`src/rtl/cmp_alu.sv`:
```
`timescale 1ns/1ps
module cmp_alu #(
  parameter int W = 8
) (
  input  logic         clk,
  input  logic         rst_n,
  input  logic         exec_en,
  input  logic [W-1:0] opnd_a,
  input  logic [W-1:0] opnd_b,
  input  logic         b_pass,
  input  logic         a_inv,
  input  logic         cin_one,
  input  logic         cin_flag,
  input  logic         shr_sel,
  input  logic         and_sel,
  output logic [W-1:0] result,
  output logic         carry_next,
  output logic         carry_q
);
  logic [W-1:0] a_adj, b_adj;
  logic         cin;
  logic [W:0]   sum;

  assign a_adj = a_inv ? ~opnd_a : opnd_a;
  assign b_adj = b_pass ? opnd_b : '0;
  assign cin   = cin_one | (cin_flag & carry_q);
  assign sum   = {1'b0, a_adj} + {1'b0, b_adj} + {{W{1'b0}}, cin};

  always_comb begin
    if (shr_sel) begin
      result     = {cin, a_adj[W-1:1]};
      carry_next = a_adj[0];
    end else if (and_sel) begin
      result     = a_adj & b_adj;
      carry_next = 1'b0;
    end else begin
      result     = sum[W-1:0];
      carry_next = sum[W];
    end
  end

  always_ff @(posedge clk or negedge rst_n)
    if (!rst_n)       carry_q <= 1'b0;
    else if (exec_en) carry_q <= carry_next;
endmodule


```
`config.mk`:
```
export PLATFORM = sky130hd
export DESIGN_NAME = cmp_alu
export DESIGN_NICKNAME = d
export VERILOG_FILES = /design/src/rtl/cmp_alu.sv
export SDC_FILE = /design/constraint.sdc
export NUM_CORES = 1
export LEC_CHECK = 0
export BUFFER_PORTS_ARGS = -buffer_cell sky130_fd_sc_hd__buf_4
export CORE_AREA = 10 10 59 61
export CTS_CLUSTER_SIZE = 16
export DETAILED_ROUTE_END_ITERATION = 7
export DIE_AREA = 0 0 69 71
export GPL_TIMING_DRIVEN = 0
export PLACE_DENSITY = 0.61
export SYNTH_ARGS = -nofsm -noshare
export SYNTH_HDL_FRONTEND = slang
export SYNTH_SLANG_ARGS = --single-unit
```
`constraint.sdc`:
```
create_clock -name clk -period 2.9 [get_ports clk]
set_input_delay 0.29 -clock clk [delete_from_list [all_inputs] [get_ports clk]]
set_output_delay 0.29 -clock clk [all_outputs]
set_load 0.02 [all_outputs]
```
==> results.md, run 1 <==
- Outcome: finished, final reports clean
- Fin nets: 156
- Post-CTS Setup Inserts: 0
- Most frequent cells after synthesis: a21oi_1, xor2_1, and2_1, ha_1, nand2_1
- Via-per-instance ratio: 4.70
- Initial detailed-routing violation count: 12
- Maximum clock rate: 0.369 GHz
- Critical Path AT: 2420 ps
- Share of the synthesized area in the top cell type: 0.149
- Die Area: 4900 µm²
- Wirelength, routed: 1.97 mm
- Clock latency on the worst-skew pair: 0 ps
- Gr usage total: 0.0745
- Startpoint Class: primary input
- Placer Congestion: 0.771
- Largest net degree at the start of global routing: 11
- Number of global-route vias before repair: 753
- Flops & latches, synth: 1
- Syn avg cell area: 7.83 µm²
- Area delta synth->final: 42.4%
- Worst EP required: 2610 ps
- Mapped Area: 673 µm²
- Largest register FFs: 1
- Worst-Margin Slew: 503 ps
- Max-Cap Viols: 0
- IR Drop Worst-Case VDD: 118 µV
- Critical path fanouts, max: 2
- Setup TNS: 0 ps
- Pwr/cell area: 260 nW/µm²
- Starting density of the core: 0.282
- Dpl hpwl: 1.67 mm
- IO Port Bufs: 33
- First-pass GRT wire length: 3.36 mm
- Crit. End Element: output port
- Finish-stage setup viols: 0
- Netlist cell types: 28
- Share of layout cells above drive strength 1: 0.328
- Synth Instances: 86
- Leading post-synthesis cells by cell area: ha_1, xor2_1, a21oi_1, and2_1, fa_1
- Die extent in x: 69 µm
- Initial antenna violation count: 0
- Leading area contributor after synthesis: ha_1
- Worst path buffer plus inverter count: 3
- Post-synth top flop: dfrtp_1
- Net Count, Synth: 121
- RSZ-0062 raised after global routing: no
- Hold Path Class: in -> async
- Fillers: 267
- Die height: 71 µm
- Yosys warns: 0
- CTS Hold Bufs: 0
- Detailed Routing Iterations Pass 1: 4
- Fin area: 958 µm²
- Largest register by flop count: carry_q
- FP Rows: 18
- Top Registers: carry_q x1
- Worst path cell trace: buf_4 > a21oi_1 > fa_1 > inv_1 > fa_1 > a21o_1 > a221oi_2 > xor2_1 > o21ai_1 > o21a_1 > buf_4
- Overflow left after global routing: 0
- Final Hold Fails: 0
- Seq/Total Area, Yosys: 0.0372
- Clk_skew: 0 ps
- Clock slew at reported path FFs: 0 ps
- DP Area: 958 µm²
- Slowest-stage cell, CP: fa_1
- CP delay by family, top: compound AO/OA/AOI/OAI gates
- Vias: 700
- Max-slew violation count: 0
- Slowest stage delay, CP: 390 ps
- ANT nets after route: 0
- WL/cell: 13.2 µm
- Final critical-path share of the clock period: 0.933
- Core Box Area: 2390 µm²
- Final worst path period need: 2710 ps
- Worst setup path category: in -> out
- Leak pwr: 0.000500 µW
- Post-synth EDFFs: 0
- Worst relative slew slack: 0.665
- Drc violations: 0
- Post-CTS sizing: 0
- IO Count: 35
- Synth async-reset ratio: 1.00
- Number of diodes: 0
cells in the final DEF, fill, tap and decap left out:
cell type,netlist,final
a21oi_1,11,11
a21o_1,3,3
and3_1,2,2
nand3b_1,1,1
nor3b_1,1,1
a211oi_2,1,1
buf_4,0,33
nand2_1,6,6
o21ai_1,5,5
clkbuf_1,1,1
nor2_1,5,5
fa_1,2,2
buf_1,1,1
o31ai_1,1,1
buf_6,1,1
xor2_2,1,1
and2_1,8,8
mux2_4,1,1
dfrtp_1,1,1
inv_1,4,4
a31oi_1,1,1
a221oi_2,2,2
xnor2_1,1,1
mux2i_1,3,3
xor2_1,11,11
o21a_1,2,2
or3_1,1,1
ha_1,8,8
a22o_1,1,1
cell type report:
cell class / instances / area, µm² / share of cell area
Inverter: 4 / 15.0 / 0.0157
Sequential cell: 1 / 25.0 / 0.0261
Multi-Input combinational cell: 78 / 614 / 0.641
Timing Repair Buffer: 33 / 248 / 0.258
Tap cell: 30 / 37.5 / 0.0392
Buffer: 3 / 18.8 / 0.0196
logic make-up (layout without fill, tap and decap cells):
family / after synthesis / after routing / share of synthesized area
xor+xnor: 13 / 13 / 0.180
simple gates: 24 / 24 / 0.186
mux: 4 / 4 / 0.0669
buf+inv: 7 / 40 / 0.0502
flops: 1 / 1 / 0.0372
fa+ha+maj: 10 / 10 / 0.208
compound gates: 27 / 27 / 0.271
final timing paths:
path,startpoint,endpoint,slack [ps],cells past startpoint
min in group clk,carry_q,carry_q,540,1
max reg2reg,carry_q,carry_q,310,9
max in group asynchronous,rst_n,carry_q,2750,1
max,cin_flag,result[6],190,11
min reg2reg,carry_q,carry_q,540,1
min,rst_n,carry_q,70,1
routing by layer:
metal / up-vias / GRT usage / share of wire
li1: 370 / - / -
met1: 307 / 0.0975 / 0.48
met2: 23 / 0.133 / 0.46
met3: 0 / 0.00976 / 0.053
met4: 0 / 0 / 0
met5: - / 0 / 0
stage by stage:
stage / setup slack (ps) / hold WS, ps / total power, µW / utilization / instances
after CTS: 169 / 66.1 / 253 / 0.401 / 149
after detailed placement: 177 / 67.0 / 252 / 0.401 / 149
final: 193 / 65.6 / 249 / 0.401 / 149
after floorplan: 314 / -5.59 / 170 / - / 86
after global routing: 54.2 / 69.7 / 276 / 0.401 / 149
after global placement: 207 / 65.3 / 248 / 0.401 / 149
power breakdown:
part	leakage, µW	internal [µW]	total, µW	switching [µW]
clock	0	0	0	0
sequential	0.0000127	16.3	17.9	1.61
combinational	0.000487	111	231	120
(Power assumes the default switching activity.)
==> run 2: changes to the inputs <==
==> config.mk (replaced) <==
export PLATFORM = sky130hd
export DESIGN_NAME = cmp_alu
export DESIGN_NICKNAME = d
export VERILOG_FILES = /design/src/rtl/cmp_alu.sv
export SDC_FILE = /design/constraint.sdc
export NUM_CORES = 1
export LEC_CHECK = 0
export ABC_AREA = 1
export BUFFER_PORTS_ARGS = -buffer_cell sky130_fd_sc_hd__buf_4
export CORE_AREA = 10 10 64 66
export CTS_CLUSTER_SIZE = 16
export DETAILED_ROUTE_END_ITERATION = 7
export DIE_AREA = 0 0 74 76
export GPL_TIMING_DRIVEN = 0
export PLACE_DENSITY = 0.59
export SYNTH_ARGS = -nofsm -noshare
export SYNTH_HDL_FRONTEND = slang
export SYNTH_SLANG_ARGS = --single-unit
==> results.md, run 2 <==
- CTS Hold Bufs: 0 (unchanged)
- Net Count, Synth: 187 (+55%)
- Most frequent cells in the layout: nand2_1, buf_4, inv_1
- Worst-Margin Slew: 411 ps (-92.0 ps)
- Clock slew at reported path FFs: 0 ps (unchanged)
- Final Hold Fails: 0 (unchanged)
- Netlist cell types: 26 (-7.1%)
- Critical Path AT: 2210 ps (-210 ps)
- Met3 usage: 0.00781 (-0.00195)
- Starting density of the core: 0.287 (+0.00521)
- Synth async-reset ratio: 1.00 (unchanged)
- Clk_skew: 0 ps (unchanged)
- Most numerous cell in the Yosys netlist: nand2_1
- Syn avg cell area: 5.53 µm² (-29%)
- Dpl hpwl: 2.01 mm (+20%)
- Final worst path period need: 2500 ps (-212 ps)
- Post-CTS Setup Inserts: 0 (unchanged)
- Final core occ: 0.383 (-0.0181)
- Fillers: 328 (+23%)
- Crit. End Element: output port
- Max-slew violation count: 0 (unchanged)
- FP Rows: 20 (+2)
- IO Count: 35 (unchanged)
- Seq/Total Area, Yosys: 0.0298 (-0.00741)
- R2r endpoint: carry_q
- Mapped Area: 841 µm² (+25%)
- Setup TNS: 0 ps (unchanged)
- Met1 usage in global routing: 0.0948 (-0.00269)
- Detailed Routing Iterations Pass 1: 3 (-1)
- Met2 Use GR: 0.141 (+0.00765)
- FF-to-FF setup slack: 990 ps (+680 ps)
- Leading post-synthesis cells by cell area: nand2_1, inv_1, ha_1, nand3_1, xor2_1
- IO Port Bufs: 32 (-3.0%)
- Share of layout cells above drive strength 1: 0.255 (-0.0723)
- Die Area: 5620 µm² (+15%)
- Fin nets: 221 (+42%)
- Wirelength, routed: 2.23 mm (+14%)
- Critical path fanouts, max: 8 (+6)
- Drc violations: 0 (unchanged)
- Gr usage total: 0.0762 (+0.00165)
- Outcome: finished, final reports clean
- ANT nets after route: 0 (unchanged)
- Via-per-instance ratio: 4.28 (-8.9%)
- Synth Instances: 152 (+77%)
- Overflow left after global routing: 0 (unchanged)
- Largest register FFs: 1 (unchanged)
- Pwr/cell area: 236 nW/µm² (-9.3%)
- Area delta synth->final: 33.5%
- IR Drop Worst-Case VDD: 92.9 µV (-21%)
- Post-synth top flop: dfrtp_1
- Most common cell after layout, fill and taps aside: nand2_1
- Placer Congestion: 0.880 (+14%)
- Most frequent cells after synthesis: nand2_1, inv_1, nand3_1
- Initial detailed-routing violation count: 10 (-2)
- Worst r2r src: carry_q
- Post-CTS sizing: 0 (unchanged)
- Largest register by flop count: carry_q
- Worst EP required: 2610 ps (about the same)
- Largest net degree at the start of global routing: 11 (unchanged)
- Post-synth EDFFs: 0 (unchanged)
- Maximum clock rate: 0.401 GHz (+8.5%)
- Die height: 76 µm (+7.0%)
- Yosys warns: 0 (unchanged)
- Initial antenna violation count: 0 (unchanged)
- Top Registers: carry_q x1
- Leak pwr: 0.000702 µW (+40%)
- Final critical-path share of the clock period: 0.860 (-0.0731)
- Core Box Area: 2930 µm² (+23%)
- Flops & latches, synth: 1 (unchanged)
- Share of the synthesized area in the top cell type: 0.241 (+0.0924)
- Hold Path Class: in -> async
- Number of global-route vias before repair: 884 (+17%)
- Vias: 929 (+33%)
- Leading area contributor after synthesis: nand2_1
- Startpoint Class: primary input
- Clock latency on the worst-skew pair: 0 ps (unchanged)
- RSZ-0062 raised after global routing: no
- Max-Cap Viols: 0 (unchanged)
- Most Crowded Layer GR: met2
- Worst setup path category: in -> out
- First-pass GRT wire length: 3.73 mm (+11%)
- Worst relative slew slack: 0.726 (+0.0614)
- Cells on worst reg2reg path: 14 (+5)
- Die extent in x: 74 µm (+7.2%)
- Number of diodes: 0 (unchanged)
- WL/cell: 10.3 µm (-22%)
- Finish-stage setup viols: 0 (unchanged)
run 2: worst max-delay path, cell delays in order:
cell,delay [ps]
clkbuf_1,320
nand2_1,160
fa_1,430
inv_2,100
fa_1,230
nand2_1,90
nand2_1,70
nand3_1,90
nand2_1,70
nand2_1,40
nand3_1,60
nand3_1,60
nand2_1,70
buf_4,130
run 2: worst max-delay path by stage:
stage                 from        end  slack [ps]  cells past startpoint
floorplan            a_inv  result[4]         600                     12
global placement    b_pass  result[6]         360                     14
detailed placement  b_pass  result[6]         360                     14
CTS                 b_pass  result[6]         350                     14
global route        b_pass  result[6]         220                     14
finish              b_pass  result[6]         400                     14
run 2: cell type report:
cell class | instances | area, µm² | share of cell area
sequential | 1 | 25.0 | 0.0223
tap | 33 | 41.3 | 0.0368
buffer | 4 | 27.5 | 0.0245
timing repair buffer | 32 | 240 | 0.214
multi-input combinational | 117 | 676 | 0.602
inverter | 30 | 113 | 0.100
run 2: power breakdown:
part	internal [µW]	switching (µW)
logic	108	140
clock network	0	0
registers	15.9	1.21
run 2: metrics by stage:
stage	hold WS, ps	std cells	area [µm²]	power [µW]	setup WS [ps]
floorplan	-5.59	152	841	186	603
global placement	66.4	217	1120	268	365
detailed placement	66.5	217	1120	269	364
CTS	66.6	217	1120	269	353
global route	69.4	217	1120	299	217
finish	65.6	217	1120	265	405
run 2: cell families (layout without fill, tap and decap cells):
logic type / count (synthesis) / after routing / share of synthesized area
and+or+nand+nor: 84 / 84 / 0.417
xor gates and xnor gates: 9 / 9 / 0.125
DFF: 1 / 1 / 0.0298
adders and majority gates: 10 / 10 / 0.167
AOI/OAI and AO/OA: 14 / 14 / 0.0952
buffers and inverters: 34 / 66 / 0.167
run 2: metal layers:
layer | vias to the layer above | share of wire
met5 | - | 0
met4 | 0 | 0
met3 | 0 | 0.024
met2 | 13 | 0.50
met1 | 389 | 0.48
li1 | 527 | -
